==> config.mk <==
export PLATFORM = sky130hd
export DESIGN_NAME = bank_cs_decoder
export DESIGN_NICKNAME = d
export VERILOG_FILES = /design/src/rtl/bank_cs_decoder.sv
export SDC_FILE = /design/constraint.sdc
export NUM_CORES = 1
export LEC_CHECK = 0
export BUFFER_PORTS_ARGS = -buffer_cell sky130_fd_sc_hd__buf_2
export CAP_MARGIN = 0
export CORE_UTILIZATION = 30
export CTS_CLUSTER_SIZE = 10
export DETAILED_ROUTE_END_ITERATION = 10
export GPL_ROUTABILITY_DRIVEN = 0
export SLEW_MARGIN = 15
export SYNTH_ARGS = -nofsm -noshare
export SYNTH_HDL_FRONTEND = slang
export SYNTH_SLANG_ARGS = --single-unit
export TNS_END_PERCENT = 5
==> constraint.sdc <==
create_clock -name clk -period 4.7 [get_ports clk]
set_input_delay 0.235 -clock clk [delete_from_list [all_inputs] [get_ports clk]]
set_output_delay 0.235 -clock clk [all_outputs]
set_load 0.01 [all_outputs]
==> src/rtl/bank_cs_decoder.sv <==
module bank_cs_decoder #(
  parameter int AW     = 24,
  parameter int NBANK  = 4,
  parameter int NCS    = 3,
  parameter int NSTB   = 2,
  parameter int WSW    = 3,
  parameter int CFG_AW = 3
) (
  input  logic              clk,
  input  logic              rst_n,
  input  logic              cfg_we,
  input  logic [CFG_AW-1:0] cfg_addr,
  input  logic [7:0]        cfg_wdata,
  input  logic [AW-1:0]     paddr,
  input  logic              acc_rd,
  input  logic              acc_wr,
  input  logic              seg_root,
  input  logic              seg_data,
  input  logic              seg_xwin,
  output logic [NCS-1:0]    cs_n,
  output logic [NSTB-1:0]   oe_n,
  output logic [NSTB-1:0]   we_n,
  output logic [WSW-1:0]    wait_states,
  output logic [AW-1:0]     mem_addr,
  output logic              cfg_err
);
  localparam int BIW = $clog2(NBANK);
  localparam int PW  = $clog2(AW);
  localparam logic [CFG_AW-1:0] PAIR_REG = CFG_AW'(NBANK);
  localparam logic [CFG_AW-1:0] MODE_REG = CFG_AW'(NBANK + 1);

  logic [7:0] bank_ctl [NBANK];
  logic [2:0] pair_code, ovr_code;
  logic       root_inv, data_inv, force_cs1;

  always_ff @(posedge clk or negedge rst_n) begin
    if (!rst_n) begin
      for (int b = 0; b < NBANK; b++) bank_ctl[b] <= (b == 0) ? 8'h08 : 8'h00;
      pair_code <= '0;
      ovr_code  <= '0;
      root_inv  <= 1'b0;
      data_inv  <= 1'b0;
      force_cs1 <= 1'b0;
    end else if (cfg_we) begin
      for (int b = 0; b < NBANK; b++)
        if (cfg_addr == CFG_AW'(b)) bank_ctl[b] <= cfg_wdata;
      if (cfg_addr == PAIR_REG) begin
        pair_code <= cfg_wdata[7:5];
        ovr_code  <= cfg_wdata[2:0];
      end
      if (cfg_addr == MODE_REG) begin
        root_inv  <= cfg_wdata[0];
        data_inv  <= cfg_wdata[1];
        force_cs1 <= cfg_wdata[2];
      end
    end
  end

  logic [PW-1:0] hi_pos, lo_pos;
  always_comb begin
    case (pair_code)
      3'b001:  hi_pos = PW'(20);
      3'b010:  hi_pos = PW'(21);
      3'b011:  hi_pos = PW'(22);
      3'b100:  hi_pos = PW'(23);
      3'b111:  hi_pos = PW'(18);
      default: hi_pos = PW'(19);
    endcase
    lo_pos = hi_pos - PW'(1);
  end

  logic [BIW-1:0] raw_idx, seg_idx, bank, out_idx;
  logic [7:0]     ctl;
  logic           seg_flip, active, do_rd;

  assign raw_idx  = {paddr[hi_pos], paddr[lo_pos]};
  assign seg_flip = (seg_root & root_inv) | (seg_data & data_inv);
  assign seg_idx  = raw_idx ^ {seg_flip, 1'b0};
  assign bank     = (seg_xwin && ovr_code[2]) ? ovr_code[BIW-1:0] : seg_idx;
  assign ctl      = bank_ctl[bank];
  assign out_idx  = seg_idx ^ ctl[5:4];
  assign active   = acc_rd | acc_wr;
  assign do_rd    = acc_rd & ~acc_wr;

  always_comb begin
    mem_addr = paddr;
    mem_addr[hi_pos] = out_idx[1];
    mem_addr[lo_pos] = out_idx[0];
  end

  genvar g;
  generate
    for (g = 0; g < NCS; g++) begin : g_cs
      if (g == 1) begin : g_forceable
        assign cs_n[g] = ~((active && ctl[1:0] == 2'(g)) || force_cs1);
      end else begin : g_plain
        assign cs_n[g] = ~(active && ctl[1:0] == 2'(g));
      end
    end
    for (g = 0; g < NSTB; g++) begin : g_stb
      assign oe_n[g] = ~(do_rd && ctl[2] == 1'(g));
      assign we_n[g] = ~(acc_wr && !ctl[3] && ctl[2] == 1'(g));
    end
  endgenerate

  logic [WSW-1:0] rd_ws;
  always_comb begin
    case (ctl[7:6])
      2'b00:   rd_ws = WSW'(4);
      2'b01:   rd_ws = WSW'(2);
      2'b10:   rd_ws = WSW'(1);
      default: rd_ws = WSW'(0);
    endcase
  end

  assign wait_states = !active ? '0 : (rd_ws + WSW'(acc_wr));
  assign cfg_err     = active && ctl[1:0] == 2'b11;


  strobe_excl_chk: assert property (@(posedge clk) disable iff (!rst_n)
    !((~oe_n != '0) && (~we_n != '0)));

  idle_quiet_chk: assert property (@(posedge clk) disable iff (!rst_n)
    !active |-> (&oe_n && &we_n && !cfg_err && wait_states == '0));

  reserved_cs_chk: assert property (@(posedge clk) disable iff (!rst_n)
    (cfg_err && !force_cs1) |-> &cs_n);

  cs_onehot_chk: assert property (@(posedge clk) disable iff (!rst_n)
    !force_cs1 |-> $onehot0(~cs_n));

  force_cs1_chk: assert property (@(posedge clk) disable iff (!rst_n)
    force_cs1 |-> !cs_n[1]);

  wait_range_chk: assert property (@(posedge clk) disable iff (!rst_n)
    wait_states <= WSW'(5));

  cfg_update_chk: assert property (@(posedge clk) disable iff (!rst_n)
    (cfg_we && cfg_addr == PAIR_REG) |=> (pair_code == $past(cfg_wdata[7:5])));
endmodule

==> results.txt, run 1 <==
The maximum clock rate is 231 MHz. The total half-perimeter wirelength after legalization and detailed placement is 5040 um. Clock-pin slew was measured on the worst setup and hold paths at 0.08 ns.

The highest net fanout along the worst path came out at 20. In the layout the commonest cells are 61 x sky130_fd_sc_hd__buf_2, 40 x sky130_fd_sc_hd__dfrtp_1, 39 x sky130_fd_sc_hd__mux2_2, 31 x sky130_fd_sc_hd__mux2i_1, 23 x sky130_fd_sc_hd__nand2_1. The post-synthesis instance area is 2880 um^2. After floorplanning, the core was divided into 35 placement rows. In the final layout, the share of cells above drive strength 1 is 38.8%. The number of hold violations in the final report is 0.

After synthesis, the largest area contributor takes up 34.7% of total cell area. The first-pass GRT wire length is 11,200 um. The total global routing overflow came out at 0.

The worst register-to-register path ends at pair_code[0]. The combinational power share came out at 58.3%. The number of global-route vias before repair is 2,316. Once the floorplan was initialized, standard cells occupied 31.1% of the core. The clock network latency to the later pin of the worst-skew pair is 0.29 ns.

The type of element capturing the critical path is an output port. The number of slew-limit violations in the final report is 0. The average cell area after synthesis came out at 10.5 um^2. The leakage power total is 1.51 nW. The worst setup slack for register-to-register paths is 3.55 ns.

The post-synthesis cell count came out at 275. The die is 100 um tall. The highest routed metal layer is met4.

The count of max-cap constraint violations is 0. The floorplan die area came out at 10,000 um^2. The biggest area contributor in the post-synthesis netlist is sky130_fd_sc_hd__dfrtp_1. After synthesis the netlist holds a flip-flop and latch count of 41. The count of flip-flops with a built-in enable after synthesis is 0. The detailed router finished its first iteration with 92 violations. The data arrival at the endpoint of the critical path is 4.10 ns.

The routed design could run at a clock period as short as 4.33 ns. The worst pin sits at a relative slew slack of 30.1%. Entering global routing, the biggest net connects 42 pins. Clock tree synthesis inserted a total of 5 buffers. The detailed-route DRC error count is 0. The share of synthesized registers carrying an async set or reset came out at 100%. The maximum number of buffers from clock root to sink is 2. Detailed routing placed a total of 3110 um of wire on met2. The worst setup path is of the reg -> out kind.

The worst-case reg-to-reg path depth came out at 1. After the last flow step, the layout net total stands at 374. The clock sink count is 41. The net switching power figure is 0.724 mW.

The cell internal power dissipation is 0.993 mW. The number of post-CTS setup repair buffers came out at 0. During synthesis, Yosys emitted a total of 0 warnings. The count of cells resized by post-cts repair is 0.

The number of antenna violations at the first check in global routing was 0. The number of antenna-violating nets in the routed design is 0. The area inside the core boundary came out at 9280 um^2. The run finished with clean final reports. The total track usage is 13.9%. In this run the worst setup path terminates at wait_states[2]. In this run the critical register-to-register path is launched from pair_code[0]. The number of setup violations in the final report came out at 0. The library cell used most frequently in the layout, excluding fill and tap cells, is sky130_fd_sc_hd__buf_2. The accumulated negative setup slack came out at 0 ns. The detailed-route wire length on metal 1 is 3180 um. In this run, flip-flops and latches consume 28.9% of the power. The clock tree from TritonCTS is done. The count of inserted antenna diode cells came out at 0. From left edge to right edge, the die measures 100 um. The average routed wire per standard cell is 14.7 um. The I/O pin total is 78. The cell at the root of the clock tree is sky130_fd_sc_hd__clkbuf_8.

The area of placed instances came out at 3280 um^2. The switching fraction of total power came out at 42.2%. The worst clock skew on the final layout is 0 ns. The critical path starts at pair_code[0]. Relative to the synthesized area, the layout overhead comes to 16.7%. The launching element type of the critical path is a flip-flop. Wire segments on met3 add up to 345 um in the final route. Ranked by total cell area, the synthesized netlist is headed by sky130_fd_sc_hd__dfrtp_1 35%, sky130_fd_sc_hd__mux2_2 15%, sky130_fd_sc_hd__mux2i_1 11%, sky130_fd_sc_hd__mux4_2 3.1%, sky130_fd_sc_hd__nand2_1 3.0%. The final non-filler cell area is 3360 um^2.

The final worst-path cycle share came out at 92.2%. The number of different library cells used by synthesis comes to 53. The peak ir drop on the vdd network came out at 215 uV. After clock tree synthesis, the flow added hold-fix buffers numbering 0.

In this run the worst hold path is classified as in -> async. The share of the yosys chip area belonging to registers is 35.6%. The clock network fraction of design power came out at 12.8%. Setup repair after global routing left no endpoint under its margin. Across all layers, the routed design uses 2,260 vias.

For this run, the leading register cell type out of synthesis is sky130_fd_sc_hd__dfrtp_1. The iteration count of the initial detailed-routing pass is 4. The power per cell area is 511 nW/um^2.

At the worst endpoint, the required time is 4.47 ns. The count of input and output buffers came out at 61. The transition at the pin with the smallest max-transition slack came out at 1.05 ns. Dividing the detail-routed via count by the number of cells gives 4.96. The number of H-tree levels is 2. The synthesized netlist net count is 323. The wire length after detailed routing is 6700 um.
[per-layer routing]
layer  GRT usage [%]  vias up
met1            18.6     1079
met3            2.02        7
met4            3.46        0
li1                -     1108
met2            23.8       66
met5               0        -
[synth_stat cells, types with 2 or more instances]
library cell,number
sky130_fd_sc_hd__dfrtp_1,40
sky130_fd_sc_hd__mux2_2,39
sky130_fd_sc_hd__mux2i_1,31
sky130_fd_sc_hd__nand2_1,23
sky130_fd_sc_hd__clkbuf_1,14
sky130_fd_sc_hd__a21oi_1,10
sky130_fd_sc_hd__nor2b_1,10
sky130_fd_sc_hd__nor2_1,9
sky130_fd_sc_hd__o21ai_0,8
sky130_fd_sc_hd__a31oi_1,7
sky130_fd_sc_hd__nand3_1,7
sky130_fd_sc_hd__a211oi_1,5
sky130_fd_sc_hd__ha_1,5
sky130_fd_sc_hd__o21ai_1,5
sky130_fd_sc_hd__and3_1,4
sky130_fd_sc_hd__mux4_2,4
sky130_fd_sc_hd__and2_1,3
sky130_fd_sc_hd__inv_1,3
sky130_fd_sc_hd__nand3b_1,3
sky130_fd_sc_hd__o22ai_1,3
sky130_fd_sc_hd__xnor2_1,3
sky130_fd_sc_hd__and3b_1,2
sky130_fd_sc_hd__buf_2,2
sky130_fd_sc_hd__buf_4,2
sky130_fd_sc_hd__nor3_1,2
sky130_fd_sc_hd__nor3b_1,2
sky130_fd_sc_hd__or3_1,2
sky130_fd_sc_hd__xor2_1,2
[stage by stage]
stage	cells	hold slack (ns)	total power [mW]	util (%)	setup slack [ns]
2_1_floorplan	275	-0.0606	1.24	-	0.997
3_3_place_gp	448	0.421	1.49	35.3	0.842
3_5_place_dp	448	0.418	1.51	35.3	0.727
4_1_cts	456	0.104	1.73	36.2	0.400
5_1_grt	456	0.165	1.85	36.2	0.0777
6_report	456	0.0811	1.72	36.2	0.368
[how the worst min path moves through the flow]
stage	from	endpoint	cells after the start
floorplan	rst_n	bank_ctl[0]	0
global placement	rst_n	bank_ctl[30]	1
detailed placement	rst_n	bank_ctl[30]	1
CTS	rst_n	bank_ctl[8]	1
global route	rst_n	bank_ctl[10]	1
finish	rst_n	bank_ctl[10]	1
[registers in the layout (all words and copies together), names as in the netlist]
name,count
bank_ctl,32
root_inv,1
data_inv,1
ovr_code,3
force_cs1,1
pair_code,3
[cell type report]
| cell class | count | area [um^2] |
|---|---|---|
| timing repair buffer | 63 | 320 |
| clock inverter | 2 | 10.0 |
| sequential | 41 | 1030 |
| tap | 129 | 161 |
| fill | 975 | 5920 |
| clock buffer | 6 | 72.6 |
| inverter | 5 | 21.3 |
| multi-input combinational | 210 | 1750 |
[cell families after synthesis]
logic type | count (synthesis) | synth area share [%]
AND/OR/NAND/NOR | 77 | 15.1
multiplexers | 75 | 29.9
AO/OA/AOI/OAI | 47 | 11.2
flip-flops | 41 | 35.6
buffers and inverters | 24 | 3.82
XOR/XNOR | 6 | 2.08
adder cells (fa/ha/maj) | 5 | 2.17
[worst max-delay path: stages, from the launching register on]
cell                      delay, ns
sky130_fd_sc_hd__dfrtp_1       0.80
sky130_fd_sc_hd__nand2_1       0.14
sky130_fd_sc_hd__nor2_1        0.22
sky130_fd_sc_hd__ha_1          0.31
sky130_fd_sc_hd__nor2b_1       0.44
sky130_fd_sc_hd__a22oi_2       0.18
sky130_fd_sc_hd__a31oi_4       0.26
sky130_fd_sc_hd__mux2i_1       0.34
sky130_fd_sc_hd__nor2b_1       0.09
sky130_fd_sc_hd__ha_1          0.19
sky130_fd_sc_hd__ha_1          0.19
sky130_fd_sc_hd__or3_1         0.37
sky130_fd_sc_hd__a21oi_1       0.14
sky130_fd_sc_hd__buf_2         0.14
[power by group through the flow]
| stage | combinational (mW) | sequential [mW] | clock (mW) |
|---|---|---|---|
| 2_1_floorplan | 0.777 | 0.468 | 0 |
| 3_3_place_gp | 0.987 | 0.499 | 0 |
| 3_5_place_dp | 1.00 | 0.503 | 0 |
| 4_1_cts | 1.01 | 0.496 | 0.226 |
| 5_1_grt | 1.10 | 0.509 | 0.240 |
| 6_report | 1.00 | 0.496 | 0.220 |
No activity file was read; power rests on OpenSTA's default activity.
==> run 2, diff against run 1 <==
--- a/config.mk
+++ b/config.mk
@@ -5,6 +5,7 @@
 export SDC_FILE = /design/constraint.sdc
 export NUM_CORES = 1
 export LEC_CHECK = 0
+export ABC_AREA = 1
 export BUFFER_PORTS_ARGS = -buffer_cell sky130_fd_sc_hd__buf_2
 export CAP_MARGIN = 0
 export CORE_UTILIZATION = 30
==> constraint.sdc (replaced) <==
create_clock -name clk -period 4.35 [get_ports clk]
set_input_delay 0.2175 -clock clk [delete_from_list [all_inputs] [get_ports clk]]
set_output_delay 0.2175 -clock clk [all_outputs]
set_load 0.01 [all_outputs]
==> results.txt, run 2 <==
The flow ran to the end, and the final reports show no timing, DRC or antenna violations. The worst clock skew on the final layout came to 0 ns (unchanged). The area inside the core boundary is 9330 um^2 (+0.47%). The number of slew-limit violations in the final report came to 0 (unchanged).

The total area of multi-input combinational cells came out at 1550 um^2 (-12%). The largest registers in the layout are bank_ctl x32, ovr_code x3, pair_code x3. The share of the synthesized area in compound gates (AO/OA/AOI/OAI) came out at 12.1% (+0.90 points). The switching fraction of total power came to 49.2% (+7.0 points). The flop and latch count out of synthesis is 41 (unchanged). The detailed-route DRC error count came out at 0 (unchanged). The required time of the critical path came out at 4.13 ns (-0.34 ns). The accumulated negative setup slack came to 0 ns (unchanged). The cell internal power dissipation is 0.903 mW (-9.0%). The largest net degree at the start of global routing was 42 (unchanged). The cell at the root of the clock tree is sky130_fd_sc_hd__clkbuf_8. The number of hold buffers added after CTS came to 0 (unchanged).

The startpoint identified for the worst register-to-register timing path is pair_code[0]. Traced cell by cell, the critical path runs through nand2_2 > nor2_1 > ha_1 > nand2_1 > inv_1 > nand2_1 > nand2_1 > nor2_2 > nand2_2 > nand2_4 > nand2_1 > nand3_1 > nand2_1 > a21oi_1 > ha_1 > ha_1 > inv_1 > nand2_1 > nand2_1 > nor2_1 > buf_2. The most common cell in the synthesized netlist is sky130_fd_sc_hd__nand2_1. The number of hold violations in the final report came to 0 (unchanged).

The power per cell area came out at 531 nW/um^2 (+4.0%). The clock network fraction of design power came out at 13.0% (+0.2 points). bank_ctl holds more flip-flops than any other register.

In this run the worst setup path begins at pair_code[0]. The clock buffer count from CTS is 5 (unchanged). In this design, the critical path's most frequently occurring cell is sky130_fd_sc_hd__nand2_1. The number of flip-flops in the largest register came to 32 (unchanged).

The share of the synthesized netlist area taken by xor and xnor gates came out at 0% (-2.1 points). Of the available clock period, the critical path in the final layout requires 89.7%. The overall die width is 100 um (+0.38%). The worst hold slack is 0.0578 ns (-0.0233 ns).

Leaving out fill and tap cells, the most frequent cell in the layout is sky130_fd_sc_hd__nand2_1. TritonCTS built the clock tree. The final net count came out at 551 (+47%).

The worst setup slack after layout is 0.448 ns (+0.0805 ns). The count of inserted antenna diode cells came out at 0 (unchanged). The worst setup path is captured at an output port. The net switching power figure is 0.875 mW (+21%). The number of placed cells counting well taps is 625 (+40%).

The max-slew headroom at the worst pin is 40.5% (+10 points). The maximum clock rate is 256 MHz. The count of flip-flops with a built-in enable after synthesis is 0 (unchanged). The average cell area after synthesis is 6.37 um^2 (-39%). The synthesized netlist net count is 504 (+56%).

Compared with the post-synthesis result, the final layout area differs by 15.2%. The peak ir drop on the vdd network is 139 uV (-35%). The highest net fanout along the worst path is 18 (-10%). The share of the yosys chip area belonging to registers is 35.4% (-0.28 points).

The combined flip-flop and latch cell area came out at 1030 um^2 (unchanged). The non-filler instance count after layout is 633 (+39%). The first-pass GRT wire length is 12,300 um (+10%).

The total via count after detailed routing is 2,976 (+32%). The average routed wire per standard cell is 11.7 um (-20%). The share of layout cells above drive strength 1 was 16.5% (-22 points). The post-synthesis cell count is 456 (+66%). The data arrival at the endpoint of the critical path came out at 3.68 ns (-0.42 ns). The library cells used most frequently in the layout, excluding fill and tap cells, are 139 x sky130_fd_sc_hd__nand2_1, 72 x sky130_fd_sc_hd__nand3_1, 61 x sky130_fd_sc_hd__buf_2, 56 x sky130_fd_sc_hd__inv_1, 55 x sky130_fd_sc_hd__o21ai_0. The DRC marker count from the first detailed-route iteration was 106 (+15%). The multiplexer share of the synthesized area came out at 0% (-30 points).

The clock sink count is 41 (unchanged). The simple logic cell fraction of the synthesized area is 38.4% (+23 points). The worst setup slack for register-to-register paths is 3.58 ns (+0.03 ns). The floorplan die area came to 10,100 um^2 (+0.77%). The overall power came out at 1.78 mW (+3.6%).

Ranked by instance count, the synthesized netlist is headed by 141 x sky130_fd_sc_hd__nand2_1, 72 x sky130_fd_sc_hd__nand3_1, 56 x sky130_fd_sc_hd__inv_1. The peak per-stage delay on the critical path came out at 0.48 ns (-0.32 ns). The transition at the pin with the smallest max-transition slack is 0.892 ns (-0.155 ns).

The count of max-cap constraint violations is 0 (unchanged). The I/O pin total was 78 (unchanged). The flip-flop cell with the highest count after synthesis is sky130_fd_sc_hd__dfrtp_1. The area fraction of the dominant cell type after synthesis came out at 34.5% (-0.27 points).

The largest family of logic cells by synthesized area is simple AND/OR/NAND/NOR gates. The wire length after detailed routing came out at 7400 um (+10%). The worst register-to-register path ends at pair_code[0]. The area of placed instances came out at 3250 um^2 (-0.92%). The launching element type of the critical path is a flip-flop. The total half-perimeter wirelength after legalization and detailed placement is 5660 um (+12%). The via density per instance came out at 4.70 (-5.1%). The count of input and output buffers is 61 (unchanged).

The number of H-tree levels came to 2 (unchanged). The share of synthesized registers carrying an async set or reset is 100% (unchanged). The post-synthesis cell type count came out at 23 (-57%).

The leakage power total is 1.82 nW (+20%). The total global routing overflow came out at 0 (unchanged). The effective utilization at floorplan was 31.1% (+0.096 points). The worst slack at placement came out at 0.570 ns (-0.157 ns). The share of the core filled with cells in the final layout is 35.9% (-0.33 points). The number of warnings reported in the yosys synthesis log came out at 0 (unchanged).

The total number of placement rows came to 35 (unchanged). The sequential group share of total power is 28.2% (-0.7 points). The clock-pin slew on the worst setup and hold paths was 0.07 ns (about the same). The filler cell count in the final layout came out at 1,043 (+7.0%). The total track usage is 15.2% (+1.3 points). The number of global-route vias before repair was 2,633 (+14%). The worst-case reg-to-reg path depth was 2 (+1).

After synthesis, the cell types taking the most area are sky130_fd_sc_hd__dfrtp_1 34%, sky130_fd_sc_hd__nand2_1 18%, sky130_fd_sc_hd__nand3_1 12%, sky130_fd_sc_hd__o21ai_0 9.5%, sky130_fd_sc_hd__inv_1 7.2%. The post-synthesis adder-cell area fraction came out at 2.15% (-0.017 points). The iteration count of the initial detailed-routing pass is 5 (+1). The biggest area contributor in the post-synthesis netlist is sky130_fd_sc_hd__dfrtp_1.

The combinational power share came out at 58.8% (+0.5 points). The tightest min-delay check is of the in -> async type. The post-synthesis instance area is 2910 um^2 (+0.78%). The clock period minus worst slack came out at 3.90 ns. The maximum number of buffers from clock root to sink is 2 (unchanged).

The number of antenna-violating nets in the routed design came out at 0 (unchanged). The clock network latency to the later pin of the worst-skew pair came out at 0.28 ns (about the same). The kind of critical path is reg -> out. The die extent in y came out at 100 um (+0.38%). Among all stages on the critical path, the largest delay is contributed by sky130_fd_sc_hd__dfrtp_1. The number of antenna violations at the first check in global routing is 0 (unchanged). Setup repair after global routing left no endpoint under its margin. The number of setup violations in the final report came out at 0 (unchanged). The final non-filler cell area is 3350 um^2 (-0.45%).
==> run 2: cell count changes after synthesis, sizes merged, moves of 32 or more <==
cell / delta
mux2: -39
mux2i: -32
o21ai: +42
nand3: +67
inv: +54
nand2: +121
==> run 2: timing repair <==
item,4_1_cts,5_1_grt
endpoints found under the setup margin,0,19
gates resized for setup,0,4
setup buffers,0,0
==> run 2: power by group through the flow <==
stage                     Combinational [mW]  Sequential (mW)  Clock [mW]
after floorplan                        0.815            0.492           0
after global placement                  1.02            0.505           0
after detailed placement                1.04            0.505           0
after CTS                               1.05            0.499       0.240
after global routing                    1.20            0.512       0.258
final                                   1.05            0.502       0.231
==> run 2: kinds of logic after synthesis <==
kind of cell / Yosys count
fa+ha+maj: 5
flops: 41
simple gates: 262
compound gates: 68
buf+inv: 80
==> run 2: worst max-delay path: cells and delay by family (launching register included) <==
kind | cells | cell delay, ns
buf+inv | 3 | 0.25
flops | 1 | 0.48
compound gates | 1 | 0.14
fa+ha+maj | 3 | 0.62
simple gates | 14 | 1.91
==> run 2: worst max-delay path by stage <==
| stage | end | slack [ns] | cells after the start |
|---|---|---|---|
| finish | wait_states[2] | 0.45 | 21 |
| global route | wait_states[2] | 0.03 | 24 |
| CTS | wait_states[2] | 0.24 | 24 |
| detailed placement | wait_states[2] | 0.57 | 24 |
| global placement | wait_states[2] | 0.76 | 24 |
| floorplan | wait_states[1] | 1.21 | 22 |
==> run 2: final cells by class <==
class | count | share of cell area [%]
Timing Repair Buffer | 62 | 9.34
Multi-Input combinational cell | 335 | 46.2
Tap cell | 129 | 4.82
Clock buffer | 6 | 2.17
Inverter | 58 | 6.50
Clock inverter | 2 | 0.299
Sequential cell | 41 | 30.7
==> run 2: routing by layer <==
metal | up-vias | track usage, % | wire [um]
met3 | 2 | 2.30 | 400
met5 | - | 0 | 0
met2 | 67 | 25.7 | 3470
met1 | 1354 | 21.0 | 3500
met4 | 0 | 2.45 | 29
li1 | 1553 | - | -
==> run 3, diff against run 2 <==
--- a/config.mk
+++ b/config.mk
@@ -12,6 +12,7 @@
 export CTS_CLUSTER_SIZE = 10
 export DETAILED_ROUTE_END_ITERATION = 10
 export GPL_ROUTABILITY_DRIVEN = 0
+export MAX_ROUTING_LAYER = met4
 export SLEW_MARGIN = 15
 export SYNTH_ARGS = -nofsm -noshare
 export SYNTH_HDL_FRONTEND = slang
==> results.txt, run 3 (synthesized netlist as in run 2, its figures left out) <==
The final net count is 551 (unchanged). The number of hold violations in the final report is 0 (unchanged). The worst slack at placement is 0.570 ns (unchanged). The peak per-stage delay on the critical path is 0.48 ns (about the same). The total track usage is 15.7% (+0.47 points).

The total via count after detailed routing was 2,987 (+0.37%). The switching fraction of total power is 49.2% (about the same). The count of input and output buffers came out at 61 (unchanged).

The iteration count of the initial detailed-routing pass is 5 (unchanged). The worst-path cell with the longest stage delay is sky130_fd_sc_hd__dfrtp_1. The worst setup slack after layout came out at 0.443 ns (-0.00507 ns). The worst clock skew on the final layout is 0 ns (unchanged). Setup repair after global routing left no endpoint under its margin.

The share of layout cells above drive strength 1 is 16.5% (unchanged). The share of the core filled with cells in the final layout came out at 35.9% (unchanged). The max-slew headroom at the worst pin is 40.3% (-0.24 points). The cell that appears most often on the critical path is sky130_fd_sc_hd__nand2_1. The power per cell area is 531 nW/um^2 (about the same). The effective utilization at floorplan came to 31.1% (unchanged). The final worst-path cycle share is 89.8% (+0.12 points).

The largest net degree at the start of global routing is 42 (unchanged). The net switching power figure is 0.875 mW (about the same). The peak ir drop on the vdd network was 140 uV (+0.48%). The combinational power share is 58.7% (about the same).

The largest registers in the layout are bank_ctl x32, ovr_code x3, pair_code x3. TritonCTS built the clock tree. The accumulated negative setup slack came to 0 ns (unchanged). The cell internal power dissipation came out at 0.903 mW (about the same). The floorplan die area was 10,100 um^2 (unchanged). The average routed wire per standard cell came out at 11.7 um (unchanged). The data arrival at the endpoint of the critical path was 3.69 ns (about the same). The number of antenna violations at the first check in global routing came out at 0 (unchanged). The sequential group share of total power came to 28.2% (about the same). The number of post-CTS setup repair buffers is 0 (unchanged). The clock buffer count from CTS came out at 5 (unchanged). The maximum clock rate is 256 MHz (-0.13%). The overall power is 1.78 mW (about the same). The required time of the critical path came to 4.13 ns (about the same). The first-pass GRT wire length came to 12,400 um (+0.17%).

The flow ran to the end, and the final reports show no timing, DRC or antenna violations. The number of hold buffers added after CTS is 0 (unchanged). The count of cells resized by post-cts repair came to 0 (unchanged). The clock-pin slew on the worst setup and hold paths came out at 0.07 ns (about the same).

In this design, the largest share of critical-path delay is due to simple AND/OR/NAND/NOR gates. The total number of placement rows came out at 35 (unchanged). The die extent in y came to 100 um (unchanged). The overall die width is 100 um (unchanged).

The transition at the pin with the smallest max-transition slack is 0.895 ns (+0.00358 ns). The I/O pin total is 78 (unchanged). The count of inserted antenna diode cells came to 0 (unchanged). The number of global-route vias before repair was 2,627 (-0.23%). The clock sink count came out at 41 (unchanged).

The worst hold slack came out at 0.0586 ns (+0.000857 ns). The number of setup violations in the final report is 0 (unchanged). The total half-perimeter wirelength after legalization and detailed placement came to 5660 um (unchanged). The total buffers and inverters traversed by the critical path is 3 (unchanged).

The highest net fanout along the worst path is 18 (unchanged). The total area of multi-input combinational cells is 1550 um^2 (unchanged). The signal on the critical path passes through nand2_2 > nor2_1 > ha_1 > nand2_1 > inv_1 > nand2_1 > nand2_1 > nor2_2 > nand2_2 > nand2_4 > nand2_1 > nand3_1 > nand2_1 > a21oi_1 > ha_1 > ha_1 > inv_1 > nand2_1 > nand2_1 > nor2_1 > buf_2.

The area inside the core boundary came out at 9330 um^2 (unchanged). The tree is rooted in a sky130_fd_sc_hd__clkbuf_8. The number of slew-limit violations in the final report came to 0 (unchanged). The number of flip-flops in the largest register came out at 32 (unchanged). The maximum number of buffers from clock root to sink came out at 2 (unchanged). The count of max-cap constraint violations came out at 0 (unchanged).

The worst setup path is captured at an output port. The clock period minus worst slack came out at 3.91 ns (+0.00507 ns). The worst hold path belongs to the class in -> async. The clock network latency to the later pin of the worst-skew pair was 0.28 ns (about the same). The wire length after detailed routing is 7400 um (unchanged). The combined flip-flop and latch cell area is 1030 um^2 (unchanged). Counting flops per register, the top entry is bank_ctl. The detailed-route DRC error count came to 0 (unchanged).

The leakage power total is 1.82 nW (unchanged). The clock network fraction of design power came out at 13.1% (about the same). The critical path is of the reg -> out type.

Leaving out fill and tap cells, the most frequent cells in the layout are 139 x sky130_fd_sc_hd__nand2_1, 72 x sky130_fd_sc_hd__nand3_1, 61 x sky130_fd_sc_hd__buf_2, 56 x sky130_fd_sc_hd__inv_1, 55 x sky130_fd_sc_hd__o21ai_0. The layout overhead on the synthesized area is 15.2% (unchanged). The filler cell count in the final layout is 1,043 (unchanged).

The number of antenna-violating nets in the routed design is 0 (unchanged). The number of H-tree levels is 2 (unchanged). The leading cell type in the layout, fill and taps excluded is sky130_fd_sc_hd__nand2_1. The via density per instance came out at 4.72 (+0.37%). The total global routing overflow came out at 0 (unchanged). STA classifies the critical path startpoint as a flip-flop.

The DRC marker count from the first detailed-route iteration came to 110 (+3.8%).
## run 3: cell counts in the layout (fill, tap and decap cells not counted)
Identical to the previous run, type by type.
## run 3: final cells by class
| class | count | area share, % |
|---|---|---|
| clock inverters | 2 | 0.299 |
| well taps | 129 | 4.82 |
| flip-flops and latches | 41 | 30.7 |
| multi-input cells | 335 | 46.2 |
| clock buffers | 6 | 2.17 |
| repair buffers | 62 | 9.34 |
| inverters | 58 | 6.50 |
## run 3: layer usage
metal  share of wire [%]  GRT usage (%)  vias to the layer above
met3                 5.0           2.30                        2
met1                  47           21.0                     1363
met5                   0              -                        -
met2                  47           25.7                       69
met4                0.53           2.45                        0
li1                    -              -                     1553
## run 3: path summary, 6_finish.rpt
| check | from | end | slack, ns | depth (start not counted) |
|---|---|---|---|---|
| min reg2reg | bank_ctl[28] | bank_ctl[28] | 0.49 | 2 |
| max in group asynchronous | rst_n | bank_ctl[20] | 3.73 | 1 |
| min in group clk | cfg_wdata[3] | bank_ctl[27] | 0.23 | 3 |
| max | pair_code[0] | wait_states[2] | 0.44 | 21 |
| min | rst_n | bank_ctl[7] | 0.06 | 1 |
| max reg2reg | pair_code[0] | pair_code[0] | 3.58 | 2 |
## run 3: power groups by stage
stage	clock network [mW]	logic, mW	registers [mW]
finish	0.233	1.04	0.502
floorplan	0	0.815	0.492
CTS	0.240	1.05	0.499
global placement	0	1.02	0.505
detailed placement	0	1.04	0.505
global route	0.258	1.20	0.512
## run 3: per-stage QoR
step	area, um^2	instances
6_report	3350	633
5_1_grt	3350	633
4_1_cts	3330	633
3_5_place_dp	3250	625
3_3_place_gp	3250	625
2_1_floorplan	2910	456
